**src/rtl/i2c_bt_pkg.sv**
```systemverilog
package i2c_bt_pkg;

    typedef enum logic [2:0] {
        ST_IDLE,
        ST_SETUP,
        ST_LAUNCH,
        ST_TAIL,
        ST_SYNC,
        ST_HIGH
    } bt_state_t;

endpackage

```
**src/rtl/i2c_tick_gen.sv**
```systemverilog
module i2c_tick_gen #(
    parameter int W = 8
) (
    input  logic         clk,
    input  logic         rst_n,
    input  logic         clr,
    input  logic [W-1:0] div,
    output logic         tick
);
    logic [W-1:0] cnt_q;

    assign tick = !clr && (cnt_q == div);

    always_ff @(posedge clk or negedge rst_n) begin
        if (!rst_n) begin
            cnt_q <= '0;
        end else if (clr || cnt_q == div) begin
            cnt_q <= '0;
        end else begin
            cnt_q <= cnt_q + 1'b1;
        end
    end
endmodule

```
**src/rtl/i2c_phase_cnt.sv**
```systemverilog
module i2c_phase_cnt #(
    parameter int W = 8
) (
    input  logic         clk,
    input  logic         rst_n,
    input  logic         clr,
    input  logic         run,
    input  logic [W-1:0] limit,
    output logic         hit,
    output logic         expired
);
    logic [W-1:0] cnt_q;
    logic         done_q;

    assign hit     = run && !done_q && (cnt_q == limit);
    assign expired = done_q || hit;

    always_ff @(posedge clk or negedge rst_n) begin
        if (!rst_n) begin
            cnt_q  <= '0;
            done_q <= 1'b0;
        end else if (clr) begin
            cnt_q  <= '0;
            done_q <= 1'b0;
        end else if (hit) begin
            done_q <= 1'b1;
        end else if (run && !done_q) begin
            cnt_q <= cnt_q + 1'b1;
        end
    end
endmodule

```
**src/rtl/i2c_bit_timer.sv**
```systemverilog
module i2c_bit_timer
    import i2c_bt_pkg::*;
#(
    parameter int DIV_NW = 4,
    parameter int LEN_W  = 8,
    parameter int DLY_W  = 4
) (
    input  logic             clk,
    input  logic             rst_n,
    input  logic             en,
    input  logic [DIV_NW-1:0] div_hi,
    input  logic [DIV_NW-1:0] div_lo,
    input  logic [LEN_W-1:0] scl_low_len,
    input  logic [LEN_W-1:0] scl_high_len,
    input  logic [DLY_W-1:0] sda_delay,
    input  logic [DLY_W-1:0] scl_delay,
    input  logic             bit_req,
    input  logic             bit_val,
    input  logic             scl_in,
    output logic             scl_oe,
    output logic             sda_oe,
    output logic             bit_done
);
    localparam int DIV_W   = 2 * DIV_NW;
    localparam int N_DLY   = 2;

    bt_state_t state_q, state_d;

    logic             in_low;
    logic             tick;
    logic [DIV_W-1:0] div_val;
    logic             bit_lat_q;
    logic             sda_drv_q;
    logic             done_q;

    logic             low_hit, low_exp;
    logic             high_hit, high_exp;
    logic [N_DLY-1:0] dly_clr, dly_run, dly_hit, dly_exp;
    logic [DLY_W-1:0] dly_lim [N_DLY];

    assign div_val = {div_hi, div_lo};
    assign in_low  = (state_q == ST_SETUP) || (state_q == ST_LAUNCH) ||
                     (state_q == ST_TAIL);

    i2c_tick_gen #(.W(DIV_W)) u_tick (
        .clk  (clk),
        .rst_n(rst_n),
        .clr  (!en || state_q == ST_IDLE || state_q == ST_SYNC),
        .div  (div_val),
        .tick (tick)
    );

    i2c_phase_cnt #(.W(LEN_W)) u_low (
        .clk    (clk),
        .rst_n  (rst_n),
        .clr    (!en || state_q == ST_IDLE),
        .run    (tick && in_low),
        .limit  (scl_low_len),
        .hit    (low_hit),
        .expired(low_exp)
    );

    i2c_phase_cnt #(.W(LEN_W)) u_high (
        .clk    (clk),
        .rst_n  (rst_n),
        .clr    (!en || state_q != ST_HIGH),
        .run    (tick && state_q == ST_HIGH),
        .limit  (scl_high_len),
        .hit    (high_hit),
        .expired(high_exp)
    );

    // index 0: SDA delay (runs in SETUP), index 1: SCL delay (runs in LAUNCH)
    assign dly_lim[0] = sda_delay;
    assign dly_lim[1] = scl_delay;
    assign dly_clr[0] = !en || state_q == ST_IDLE;
    assign dly_clr[1] = !en || state_q != ST_LAUNCH;
    assign dly_run[0] = tick && state_q == ST_SETUP;
    assign dly_run[1] = tick && state_q == ST_LAUNCH;

    for (genvar g = 0; g < N_DLY; g++) begin : g_dly
        i2c_phase_cnt #(.W(DLY_W)) u_dly (
            .clk    (clk),
            .rst_n  (rst_n),
            .clr    (dly_clr[g]),
            .run    (dly_run[g]),
            .limit  (dly_lim[g]),
            .hit    (dly_hit[g]),
            .expired(dly_exp[g])
        );
    end

    // next-state logic
    always_comb begin
        state_d = state_q;
        if (!en) begin
            state_d = ST_IDLE;
        end else begin
            unique case (state_q)
                ST_IDLE:   if (bit_req)    state_d = ST_SETUP;
                ST_SETUP:  if (dly_hit[0]) state_d = ST_LAUNCH;
                ST_LAUNCH: if (dly_hit[1]) state_d = low_exp ? ST_SYNC : ST_TAIL;
                ST_TAIL:   if (low_exp)    state_d = ST_SYNC;
                ST_SYNC:   if (scl_in)     state_d = ST_HIGH;
                ST_HIGH:   if (high_hit)   state_d = ST_IDLE;
                default:                   state_d = ST_IDLE;
            endcase
        end
    end

    // state register
    always_ff @(posedge clk or negedge rst_n) begin
        if (!rst_n) begin
            state_q <= ST_IDLE;
        end else begin
            state_q <= state_d;
        end
    end

    // data registers tied to transitions
    always_ff @(posedge clk or negedge rst_n) begin
        if (!rst_n) begin
            bit_lat_q <= 1'b0;
            sda_drv_q <= 1'b0;
            done_q    <= 1'b0;
        end else if (!en) begin
            sda_drv_q <= 1'b0;
            done_q    <= 1'b0;
        end else begin
            done_q <= (state_q == ST_HIGH) && high_hit;
            if (state_q == ST_IDLE && bit_req) begin
                bit_lat_q <= bit_val;
            end
            if (state_q == ST_SETUP && dly_hit[0]) begin
                sda_drv_q <= !bit_lat_q;
            end
        end
    end

    // outputs
    always_comb begin
        scl_oe   = en && in_low;
        sda_oe   = en && sda_drv_q;
        bit_done = done_q;
    end

    logic unused_exp;
    assign unused_exp = high_exp ^ (^dly_exp);
endmodule

```
**config.mk**
```make
export PLATFORM = sky130hd
export DESIGN_NAME = i2c_bit_timer
export DESIGN_NICKNAME = d
export VERILOG_FILES = /design/src/rtl/i2c_bt_pkg.sv /design/src/rtl/i2c_tick_gen.sv /design/src/rtl/i2c_phase_cnt.sv /design/src/rtl/i2c_bit_timer.sv
export SDC_FILE = /design/constraint.sdc
export NUM_CORES = 1
export LEC_CHECK = 0
export BUFFER_PORTS_ARGS = -buffer_cell sky130_fd_sc_hd__clkbuf_2
export CORE_MARGIN = 2
export CORE_UTILIZATION = 45
export DETAILED_ROUTE_END_ITERATION = 8
export GPL_ROUTABILITY_DRIVEN = 0
export HOLD_SLACK_MARGIN = 0.12
export PLACE_DENSITY_LB_ADDON = 0.08
export SLEW_MARGIN = 20
export SYNTH_ARGS = -nofsm -noshare
export SYNTH_HDL_FRONTEND = slang
export SYNTH_SLANG_ARGS = --single-unit
```
**constraint.sdc**
```tcl
create_clock -name clk -period 2.66 [get_ports clk]
set_input_delay 0.133 -clock clk [delete_from_list [all_inputs] [get_ports clk]]
set_output_delay 0.133 -clock clk [all_outputs]
set_load 0.01 [all_outputs]
```
==> summary.txt <==
Clock network
  • Clock Latency Late Sink: 290 ps
  • CTS tree: built
  • CTS sink count: 42
  • H-tree depth: 2
  • Clock transition at path regs: 80 ps
  • Postcts setup bufs: 0
  • Root buf cell: clkbuf_8
  • CTS max path bufs: 2
  • TritonCTS Buffers: 5
  • Post-cts gate resize count: 0

Timing
  • Worst slew margin: 58.1%
  • Worst Skew: 6.18 ps
  • RSZ-0062 raised after global routing: false
  • Period utilization: 84.7%
  • Tightest Pin Transition: 629 ps
  • Setup violators final: 0
  • Slew Viols, Final: 0
  • Final-report hold violation count: 0
  • Fmax: 444 MHz
  • Hold WS: 167 ps
  • Post-route minimum period: 2250 ps
  • Setup TNS Final: 0 ps

Floorplan
  • Num ports: 41
  • Effective utilization at floorplan: 47.3%
  • Die area: 6480 um2
  • Die W: 80.5 um
  • Core footprint: 5570 um2
  • Die Ht: 80.5 um
  • Core Rows: 27

GRT
  • GRT Total Usage: 18.4%
  • Initial antenna violation count: 0
  • Vias in the first global route: 1984
  • First-pass GRT wire length: 9260 um
  • Largest net degree at the start of global routing: 26
  • Global route total overflow: 0

Setup path
  • Slowest CP cell: or4_1
  • Critical Path Max Stage Delay: 600 ps
  • Critical Path Sink Type: flop
  • Crit Path Class: flop to flop
  • Crit Path Max Fanout: 11
  • CP arrival: 2470 ps
  • Required @ worst endpoint: 2880 ps
  • Startpoint class of the critical path: flop
  • CP cell instances: xnor2_2, and4_1, and2_2, nand4_1, or4_1, a21oi_1

Layout
  • Most frequent cells in the layout: dfrtp_1, clkbuf_2, nor2_1
  • Most common cell after layout, fill and taps aside: dfrtp_1
  • Nets: 368
  • Area grow syn2layout: 17.0%
  • Ratio of cells with drive above 1 in the final layout: 21.8%
  • N_diodes: 0

Route
  • WL/cell: 13.7 um
  • Residual DRC count: 0
  • DRT antenna net count: 0
  • Routed wire length: 5440 um
  • Vias: 2112
  • Vias per cell: 5.32
  • Initial DRC Count: 120
  • First drt pass iteration count: 4

Synthesis
  • #FFs+latches synth: 42
  • Syn nets: 318
  • Synth unique cells: 51
  • Sequential area share after synthesis: 39.9%
  • Post-Syn Area: 2640 um2
  • Post-synth top area share: 39.9%
  • Post-Syn Instances: 275
  • Main synth FF type: dfrtp_1
  • Post-synth EDFFs: 0
  • Syn avg cell area: 9.58 um2
  • Area leader, netlist: dfrtp_1
  • Largest cells by area after synthesis: dfrtp_1, xor2_1, xnor2_1
  • Ys Warns: 0
  • Async SR Flop Fraction: 100%

Power and ir drop
  • PwrDens: 556 nW/um2
  • Worst VDD drop: 0.000316 V
  • LEAKAGE: 1.39 nW

Place
  • Input/output buffers: 40
  • Post-DP HPWL: 4180 um

Hold path
  • Worst min-delay path class: primary input to flop

Status
  • Status: finished, final reports clean

Flow run
  • Max Cap Viol: 0
final cells by class:
cell class / instances / area, um2
Timing Repair Buffer: 49 / 273
Sequential cell: 42 / 1050
Tap cell: 72 / 90.1
Fill cell: 549 / 2490
Clock inverter: 1 / 30.0
Clock buffer: 6 / 82.6
Inverter: 5 / 18.8
Multi-Input combinational cell: 222 / 1540
path summary, 6_finish.rpt:
check / startpoint / end / slack, ps / cells after the start
max in group asynchronous: rst_n / u_low.cnt_q[1]$_DFFE_PN0P_ / 1600 / 3
worst max register to register: u_tick.cnt_q[4]$_DFF_PN0_ / u_low.cnt_q[7]$_DFFE_PN0P_ / 410 / 6
worst min register to register: g_dly[0].u_dly.done_q$_DFFE_PN0P_ / g_dly[0].u_dly.done_q$_DFFE_PN0P_ / 500 / 2
min in group asynchronous: rst_n / g_dly[0].u_dly.cnt_q[3]$_DFFE_PN0P_ / 380 / 2
worst min-delay path: bit_req / bit_lat_q$_DFFE_PN0P_ / 170 / 3
worst max-delay path: u_tick.cnt_q[4]$_DFF_PN0_ / u_low.cnt_q[7]$_DFFE_PN0P_ / 410 / 6
report_power, final:
| group | internal, W | switching [W] | leakage (nW) |
|---|---|---|---|
| Combinational | 0.000207 | 0.000265 | 0.755 |
| Sequential | 0.000677 | 0.0000486 | 0.580 |
| Clock | 0.000300 | 0.000215 | 0.0573 |
| Total | 0.00118 | 0.000529 | 1.39 |
through the flow:
step                worst slack (ps)  cells  total power (W)  util (%)  area, um2
floorplan                        683    275          0.00105         -       2640
global route                     240    397          0.00182      55.3       3080
global placement                 498    388          0.00121      52.9       2950
finish                           406    397          0.00171      55.3       3080
detailed placement               427    388          0.00121      52.9       2950
CTS                              397    397          0.00173      55.3       3080
cell usage after synthesis (3+ instances only):
cell type and number:
nand2_1 16, and2_1 3, ha_1 5, nor4_1 7, nor3_1 3, and3_1 7
or4_1 4, a21oi_1 16, clkbuf_1 4, nand4_1 4, xnor2_2 4, xnor2_1 19
nand2b_1 4, o21ai_0 8, inv_1 5, o31ai_1 5, nor4b_1 3, xor2_1 24
nand3_1 18, mux2i_1 3, or3_1 6, mux2_2 3, dfrtp_1 42, nor2_1 31
routing by layer:
layer	wire length, um	track usage, %	vias to the layer above
met5	0	0	-
met1	2750	26.9	992
met3	230	4.04	4
met2	2400	27.8	35
met4	55	4.58	0
li1	-	-	1081
registers in the layout, summed over array words and instances, names as in the netlist:
name and flops:
bit_done 1, bit_lat_q 1, g_dly.u_dly.cnt_q 8, g_dly.u_dly.done_q 2, sda_drv_q 1, state_q 3
u_high.cnt_q 8, u_high.done_q 1, u_low.cnt_q 8, u_low.done_q 1, u_tick.cnt_q 8
critical path: cells and delay by family, from the launching register on:
kind,cells,cell delay (ps)
simple gates,4,1340
flops,1,440
xor+xnor,1,240
compound gates,1,150
logic make-up after synthesis:
kind of cell	after synthesis	share of synthesized area, %
XOR/XNOR	47	16.8
multiplexers	6	2.42
flip-flops	42	39.9
buffers and inverters	11	1.76
AND/OR/NAND/NOR	120	25.9
AO/OA/AOI/OAI	44	10.9
adder cells (fa/ha/maj)	5	2.37
repair_timing:
action	in CTS	in global routing
hold buffers	2	0
setup endpoints to repair	0	0
endpoints found under the hold margin	25	0
Note: power is estimated with default switching activity, not from simulation.
